[config.mk]
export PLATFORM = sky130hd
export DESIGN_NAME = smb_host
export DESIGN_NICKNAME = d
export VERILOG_FILES = /design/src/rtl/smb_host.sv
export SDC_FILE = /design/constraint.sdc
export NUM_CORES = 1
export LEC_CHECK = 0
export BUFFER_PORTS_ARGS = -buffer_cell sky130_fd_sc_hd__buf_2
export CAP_MARGIN = 20
export CORE_MARGIN = 1
export CORE_UTILIZATION = 35
export CTS_CLUSTER_SIZE = 30
export DETAILED_ROUTE_END_ITERATION = 12
export GPL_TIMING_DRIVEN = 1
export PLACE_DENSITY = 0.61
export SYNTH_ARGS = -nofsm -noshare
export SYNTH_HDL_FRONTEND = slang
export SYNTH_SLANG_ARGS = --single-unit
[constraint.sdc]
create_clock -name clk -period 4.9 [get_ports clk]
set_input_delay 0.49 -clock clk [delete_from_list [all_inputs] [get_ports clk]]
set_output_delay 0.49 -clock clk [all_outputs]
set_load 0.01 [all_outputs]
[src/rtl/smb_host.sv]
module smb_host #(
  parameter int CLK_HZ      = 200_000_000,
  parameter int SCL_HZ      = 100_000,
  parameter int TIMEOUT_SCL = 2500
) (
  input  logic       clk,
  input  logic       rst_n,
  input  logic       reg_wr,
  input  logic [2:0] reg_addr,
  input  logic [7:0] reg_wdata,
  output logic [7:0] reg_rdata,
  output logic       irq,
  input  logic       scl_i,
  output logic       scl_oe,
  input  logic       sda_i,
  output logic       sda_oe
);
  localparam int QTR    = CLK_HZ / (4 * SCL_HZ);
  localparam int QW     = $clog2(QTR + 1);
  localparam int TO_LIM = TIMEOUT_SCL * 4;
  localparam int TW     = $clog2(TO_LIM + 1);

  localparam logic [2:0] OP_START = 3'd0, OP_ADRW = 3'd1, OP_ADR = 3'd2,
                         OP_CMD = 3'd3, OP_D0 = 3'd4, OP_RX = 3'd5, OP_STOP = 3'd6;

  logic [7:0] ctrl_q, cmd_q, adr_q, d0_q, d1_q, blk_q, sh;
  logic [2:0] flags, seq;
  logic [1:0] ph, ecode;
  logic [3:0] bitn;
  logic       busy, fail, scl_lo, sda_lo;
  logic [QW-1:0] qcnt;
  logic [TW-1:0] tocnt;

  function automatic logic [2:0] op_at(input logic [2:0] p, input logic rd, input logic [2:0] s);
    logic [2:0] r;
    r = OP_STOP;
    if (s == 3'd0) r = OP_START;
    else if (p == 3'd0) begin
      if (s == 3'd1) r = OP_ADR;
    end else if (p == 3'd1) begin
      if (s == 3'd1) r = OP_ADR;
      else if (s == 3'd2) r = rd ? OP_RX : OP_CMD;
    end else if (!rd) begin
      if (s == 3'd1) r = OP_ADR;
      else if (s == 3'd2) r = OP_CMD;
      else if (s == 3'd3) r = OP_D0;
    end else begin
      case (s)
        3'd1: r = OP_ADRW;
        3'd2: r = OP_CMD;
        3'd3: r = OP_START;
        3'd4: r = OP_ADR;
        3'd5: r = OP_RX;
        default: r = OP_STOP;
      endcase
    end
    return r;
  endfunction

  logic [2:0] op, nop;
  logic [7:0] nxt_byte;
  logic       tick, is_tx, launch;

  assign op    = fail ? OP_STOP : op_at(ctrl_q[4:2], adr_q[0], seq);
  assign nop   = op_at(ctrl_q[4:2], adr_q[0], 3'(seq + 3'd1));
  assign is_tx = (op == OP_ADRW) || (op == OP_ADR) || (op == OP_CMD) || (op == OP_D0);
  assign tick  = busy && (qcnt == QW'(QTR - 1));
  assign launch = reg_wr && (reg_addr == 3'd2) && reg_wdata[6] && !busy && (flags == 3'b000);

  always_comb begin
    case (nop)
      OP_ADRW: nxt_byte = {adr_q[7:1], 1'b0};
      OP_ADR:  nxt_byte = adr_q;
      OP_CMD:  nxt_byte = cmd_q;
      OP_D0:   nxt_byte = d0_q;
      default: nxt_byte = 8'h00;
    endcase
  end

  always_comb begin
    case (reg_addr)
      3'd0: reg_rdata = {4'b0000, flags, busy};
      3'd2: reg_rdata = ctrl_q;
      3'd3: reg_rdata = cmd_q;
      3'd4: reg_rdata = adr_q;
      3'd5: reg_rdata = d0_q;
      3'd6: reg_rdata = d1_q;
      3'd7: reg_rdata = blk_q;
      default: reg_rdata = 8'h00;
    endcase
  end

  assign irq    = ctrl_q[0] && (flags != 3'b000);
  assign scl_oe = scl_lo;
  assign sda_oe = sda_lo;

  always_ff @(posedge clk or negedge rst_n) begin
    if (!rst_n) begin
      ctrl_q <= '0; cmd_q <= '0; adr_q <= '0; d0_q <= '0; d1_q <= '0; blk_q <= '0;
      sh <= '0; flags <= '0; seq <= '0; ph <= '0; ecode <= '0; bitn <= '0;
      busy <= 1'b0; fail <= 1'b0; scl_lo <= 1'b0; sda_lo <= 1'b0;
      qcnt <= '0; tocnt <= '0;
    end else begin
      if (reg_wr) begin
        case (reg_addr)
          3'd0: flags <= flags & ~reg_wdata[3:1];
          3'd2: if (!busy) ctrl_q <= reg_wdata & 8'hBF;
          3'd3: if (!busy) cmd_q <= reg_wdata;
          3'd4: if (!busy) adr_q <= reg_wdata;
          3'd5: if (!busy) d0_q <= reg_wdata;
          3'd6: d1_q <= reg_wdata;
          3'd7: blk_q <= reg_wdata;
          default: ;
        endcase
      end
      if (launch) begin
        if (reg_wdata[4:2] > 3'd2) flags <= 3'b010;
        else begin
          busy <= 1'b1; seq <= '0; ph <= '0; bitn <= '0;
          ecode <= '0; fail <= 1'b0; tocnt <= '0;
        end
      end
      qcnt <= (!busy || tick) ? '0 : qcnt + 1'b1;
      if (tick) begin
        if (tocnt == TW'(TO_LIM - 1)) begin
          busy <= 1'b0; scl_lo <= 1'b0; sda_lo <= 1'b0; flags <= 3'b010;
          fail <= 1'b0; ecode <= '0;
        end else begin
          tocnt <= tocnt + 1'b1;
          if (!(ph == 2'd2 && !scl_i)) begin
            ph <= ph + 2'd1;
            case (op)
              OP_START: case (ph)
                2'd0: begin scl_lo <= 1'b1; sda_lo <= 1'b0; end
                2'd1: scl_lo <= 1'b0;
                2'd2: sda_lo <= 1'b1;
                default: begin scl_lo <= 1'b1; seq <= seq + 3'd1; sh <= nxt_byte; end
              endcase
              OP_STOP: case (ph)
                2'd0: begin scl_lo <= 1'b1; sda_lo <= 1'b1; end
                2'd1: scl_lo <= 1'b0;
                2'd2: sda_lo <= 1'b0;
                default: begin
                  busy <= 1'b0; fail <= 1'b0; ecode <= '0;
                  flags <= (ecode == 2'd2) ? 3'b100 : (ecode == 2'd1) ? 3'b010 : 3'b001;
                end
              endcase
              default: case (ph)
                2'd0: begin scl_lo <= 1'b1; sda_lo <= is_tx && !bitn[3] && !sh[7]; end
                2'd1: scl_lo <= 1'b0;
                2'd2: begin
                  if (is_tx) begin
                    if (!bitn[3] && sh[7] && !sda_i) ecode <= 2'd2;
                    else if (bitn[3] && sda_i) ecode <= 2'd1;
                  end else if (!bitn[3]) sh <= {sh[6:0], sda_i};
                end
                default: begin
                  scl_lo <= 1'b1;
                  if (ecode != 2'd0) begin
                    fail <= 1'b1; bitn <= '0;
                  end else if (bitn[3]) begin
                    if (op == OP_RX) d0_q <= sh;
                    bitn <= '0; seq <= seq + 3'd1; sh <= nxt_byte;
                  end else begin
                    bitn <= bitn + 4'd1;
                    if (is_tx) sh <= {sh[6:0], 1'b0};
                  end
                end
              endcase
            endcase
          end
        end
      end
    end
  end
endmodule

# After elaboration in Yosys (flattened, before gate mapping)
# Index checks and enable logic that the tools add are counted.
[totals]
reg_bits = 96
input_bits = 16
word_cells = 239
out_inout_bits = 11
[op_classes]
reduce_logical = 43
n_eq_ne = 43
muxes = 123
n_lt_le_gt_ge = 1
n_bitwise = 6
addsub = 5
[ops]
columns = ["operator", "n"]
rows = [
  ["$mux 8", 17],
  ["$mux 3", 39],
  ["$mux 14", 4],
  ["$pmux 8 s7", 1],
  ["$eq 3x3->1 const B", 12],
  ["$mux 2", 18],
  ["$mux 4", 9],
  ["$pmux 8 s2", 2],
  ["$pmux 8 s4", 1],
  ["$eq 3x2->1 const B", 10],
  ["$pmux 3 s5", 2],
  ["$mux 1", 21],
  ["$logic_not 3->1", 6],
  ["$eq 3x1->1 const B", 5],
  ["$add 14x1->14 const B", 1],
  ["$eq 14x14->1 const B", 1],
  ["$logic_and 1x1->1", 12],
  ["$ne 3x2->1 const B", 4],
  ["$ne 4x4->1 const B", 3],
  ["$pmux 1 s2", 6],
  ["$reduce_and 10->1", 1],
  ["$add 9x1->9 const B", 1],
  ["$eq 9x9->1 const B", 1],
  ["$mux 9", 1],
  ["other kinds (25)", 43],
]

# Depth between registers and ports, before layout
[logic_depth]
depth_word = 19
depth_mapped = 12
depth_no_buf = 9

# Worst setup path after synthesis
# No wires, ideal clock.
[synth_timing]
kind = "flip-flop to flip-flop"
start = "register seq[2]"
end = "register sh[0]"
setup_ns = 0.125
path_stages_with_launch = 13
arrival_time_ns = 3.011
required_time_ns = 4.775
period_less_slack_ns = 3.136
n_path_buf = 3
path_slack_ns = 1.764
cell_sequence = "dfrtp_1 -> buf_2 -> inv_1 -> ha_1 -> inv_1 -> a2111o_1 -> o21a_1 -> buf_6 -> a311o_1 -> a211oi_4 -> and2_1 -> buf_6 -> mux2_4"
[synth_between]
elab_chain_cells = 15
word_cells_on_any_way = 63
cone_classes = "add/sub: 1; eq/ne: 24; mux: 29; bitwise: 1; reduce/logical: 8"
[synth_lines]
columns = ["item", "line", "source"]
rows = [
  ["from (decl)", "27", "logic [2:0] flags, seq;"],
  ["from (signal assigned)", "100", "sh <= '0; flags <= '0; seq <= '0; ph <= '0; ecode <= '0; bitn <= '0;"],
  ["from (signal assigned)", "119", "busy <= 1'b1; seq <= '0; ph <= '0; bitn <= '0;"],
  ["from (signal assigned)", "137", "default: begin scl_lo <= 1'b1; seq <= seq + 3'd1; sh <= nxt_byte; end"],
  ["$add 3x1->3 / $eq 3x2->1 (equally long branches)", "65, 46, 48", ""],
  ["$eq 3x2->1 / $mux 2 (equally long branches)", "46, 48", ""],
  ["$mux 2 / $mux 3 (equally long branches)", "46, 45", ""],
  ["$mux 3 (on tied branches)", "45, 44", ""],
  ["$mux 3 (on tied branches)", "44, 43", ""],
  ["$mux 3 (on tied branches)", "43, 40", ""],
  ["$mux 3 (on tied branches)", "40, 38", ""],
  ["$mux 3 (on tied branches)", "38, 37", ""],
  ["$mux 3 (on tied branches)", "37, 64", ""],
  ["$eq 3x3->1 (tied with other cells)", "71", "case (nop)"],
  ["$pmux 8 s4 / $logic_or 1x1->1 (equally long branches)", "71, 66", ""],
  ["$mux 8 / $logic_or 1x1->1 (equally long branches)", "161, 66", ""],
  ["$mux 8 / $logic_or 1x1->1 (equally long branches)", "159, 66", ""],
  ["$pmux 8 s2 (tied with other cells)", "148", "default: case (ph)"],
  ["$pmux 8 s2 / $reduce_and 10->1 (equally long branches)", "-", ""],
  ["to (signal assigned)", "155", "end else if (!bitn[3]) sh <= {sh[6:0], sda_i};"],
  ["to (signal assigned)", "166", "if (is_tx) sh <= {sh[6:0], 1'b0};"],
  ["to (decl)", "26", "logic [7:0] ctrl_q, cmd_q, adr_q, d0_q, d1_q, blk_q, sh;"],
]
# Several ways; a longest one is shown, not always the timed one. The select of a mux whose other input is x is not followed.
# A chain may end at the register's enable or synchronous reset.

# Worst setup path in the final report
[layout_timing]
start = "register qcnt[0]"
end = "register sh[0]"
[layout_between]
elab_chain_cells = 3
[layout_lines]
columns = ["item", "line", "source"]
rows = [
  ["from (decl)", "31", "logic [QW-1:0] qcnt;"],
  ["from (signal assigned)", "123", "qcnt <= (!busy || tick) ? '0 : qcnt + 1'b1;"],
  ["$eq 9x9->1", "67", "assign tick = busy && (qcnt == QW'(QTR - 1));"],
  ["$logic_and 1x1->1", "67", ""],
  ["$reduce_and 10->1 (no source line)", "-", ""],
]
# No other way between the ends.

==> metrics <==
synth warn=0; fillers=between 1500 and 2000; Post-synth top cells=96 x dfrtp_1, 48 x mux2_2, 48 x nor2_1; largest net degree at the start of global routing=51; Max-slew headroom=27.62%; P&R area growth vs syn=9.256%; r2r endpoint=sh[0]; Leak=2.764 nW; die height=~130 um; Most used DFF post-synth=dfrtp_1; TritonCTS clock tree=yes; Slew Viols, Final=0; WP data required=just over 5 ns; number of diodes=0; asr flop ratio synth=100.0%; average wire per standard cell=~18 um; htree depth=3; Worst-Skew Late Latency=0.35 ns; Hold Buf Count CTS=0; vias in the first global route=between 4000 and 5000; layout cells sized above 1=between 15 and 20%; final setup margin=approximately 1.1 ns; Fin. Hold Viols=0; crit path kind=flop to flop; Cell Count, Final, Fillers Out=about 850; unrepaired setup endpoints after global routing=false; Synth top area share=40.12%; Core ar.=0.01664 mm^2; Mapped Area=0.005988 mm^2; total negative slack=0 ns; Worst Reg-to-Reg Cells=8; most frequent cell after synthesis=dfrtp_1; CTS clk-pin slew, worst paths=about 0.07 ns; number of synthesized register bits=96; Via density=between 5 and 6; crit path time final=approximately 3.8 ns; WL final=~15000 um; Worst Setup Start Kind=flop; # rows=47; Post-CTS Setup Bufs=0; crit share post-route=78.28%; effective utilization at floorplan=35.98%; post-synthesis cell type count=roughly 70; number of enable flip-flop cells after synthesis=0; outcome=finished clean; power per cell area=around 380 mW/mm^2; Setup-failing EPs final=0; chip width=~130 um; DR vias=just under 5000; Sink Count=96; post-CTS sizing=0; DPL Wire Length=between 10000 and 15000 um; Root Driver=clkbuf_16; drt first pass iters=4; Area contributors post-synth=dfrtp_1 40%, mux2_2 9.0%, ha_1 4.0%, o21ai_0 3.4%, nor2_1 3.0%; initial antenna violation count=1; total gr overflow=0; maximum vdd drop=0.2401 mV; IO buf count=26; Crit. End Element=flop; FMAX=about 260 MHz; Nets=roughly 660; Worst-Margin Slew=around 1.1 ns; Place WS=~1.1 ns; syn nets=approximately 650; Final Skew=0.01060 ns; max cap viols=0; TritonCTS buffer count=9; final antenna-violating net count=0; clock tree buffer depth=2; Crit Path Max Fanout=14; worst hold path type=primary input to asynchronous set/reset pin; Placed Cells=between 800 and 900; # DRC=0; total power=around 0.0025 W; Syn Area/Cell=9.721 um^2; R2R Setup Slk=between 1 and 1.5 ns; I/O Pins=27; gr usage total=approximately 18%; reg-to-reg startpoint=qcnt[0]; Worst EP arrival=~4 ns; gpl congestion=0.8655; Seq/Total Area, Yosys=around two fifths; Syn Inst Count=about 600; first-pass GRT wire length=~26000 um; cell taking the most area after synthesis=dfrtp_1; DRT iter0 DRCs=443; Die Area=0.01764 mm^2
-- state kept, by name (all words and copies together) (netlist names), 3 cells and up --
name	flops
adr_q	8
bitn	4
blk_q	8
cmd_q	8
ctrl_q	7
d0_q	8
d1_q	8
flags	3
qcnt	9
seq	3
sh	8
tocnt	14
-- layout make-up --
class                   count  area, um^2  share of cell area [%]
multi-input cells         468        3357                   51.31
well taps                 220       275.3                   4.207
inverters                  18       67.56                   1.033
clock inverters             4       52.55                  0.8032
flip-flops and latches     96        2402                   36.72
clock buffers              11       242.7                   3.710
repair buffers             28       145.1                   2.218
-- layout by cell type (no fill, tap or decap), types with 5 or more instances in the layout --
master	netlist	layout
dfrtp_1	96	96
nor2_1	48	48
mux2_2	48	48
nand2_1	42	42
o21ai_0	41	41
nand3_1	28	28
a21oi_1	26	26
buf_2	6	26
ha_1	19	19
inv_1	18	18
nand4_1	17	17
mux2i_1	16	16
and3_1	11	11
a31oi_1	10	10
xnor2_1	10	10
nor3_1	9	9
clkbuf_16	0	9
nand2b_1	8	8
a32o_1	8	8
nor2b_1	7	7
xor2_1	7	7
and2_1	7	7
a22o_1	6	6
o31ai_1	6	6
nor3b_1	5	5
o21a_1	5	5
o211ai_1	5	5
mux4_2	5	5
-- power breakdown --
| group | switching [W] | internal (W) |
|---|---|---|
| logic | 0.000429 | 0.000309 |
| registers | 0.000125 | 0.000914 |
| clock network | 0.000308 | 0.000410 |
-- worst max-delay path, cell delays in order, from the launching register on --
cell and delay [ns]:
dfrtp_1 0.39, ha_1 0.25, nor4bb_1 0.49, nand3_1 0.48, nor2_1 0.54, nand2_1 0.36, a211oi_4 0.51, and2_1 0.38
mux2_4 0.33
-- worst max-delay path by stage --
stage | startpoint | endpoint
after floorplan | seq[2] | sh[0]
after global placement | qcnt[0] | sh[0]
after detailed placement | qcnt[0] | sh[0]
after CTS | qcnt[0] | sh[0]
after global routing | qcnt[0] | sh[0]
final | qcnt[0] | sh[0]
-- stage by stage --
stage | hold WS (ns) | utilization (%) | cell area [um^2]
finish | 0.1458 | 39.31 | 6543
global route | 0.1882 | 39.31 | 6543
CTS | 0.1661 | 39.28 | 6538
detailed placement | 0.4825 | 37.51 | 6242
global placement | 0.4733 | 37.51 | 6242
floorplan | 0.1944 | - | 5988
-- cell families after synthesis --
family          synth area share [%]
flops                          40.12
xor+xnor                       2.486
fa+ha+maj                      3.970
simple gates                   17.40
buf+inv                        3.824
mux                            13.83
compound gates                 18.37
-- layer usage --
layer	part of all wire (%)	up-vias	global-route usage [%]
li1	-	2307	-
met1	45	2468	23.57
met2	48	135	30.05
met3	4.4	30	3.525
met4	2.5	2	7.663
met5	0.084	-	0
No activity file was read; power rests on OpenSTA's default activity.
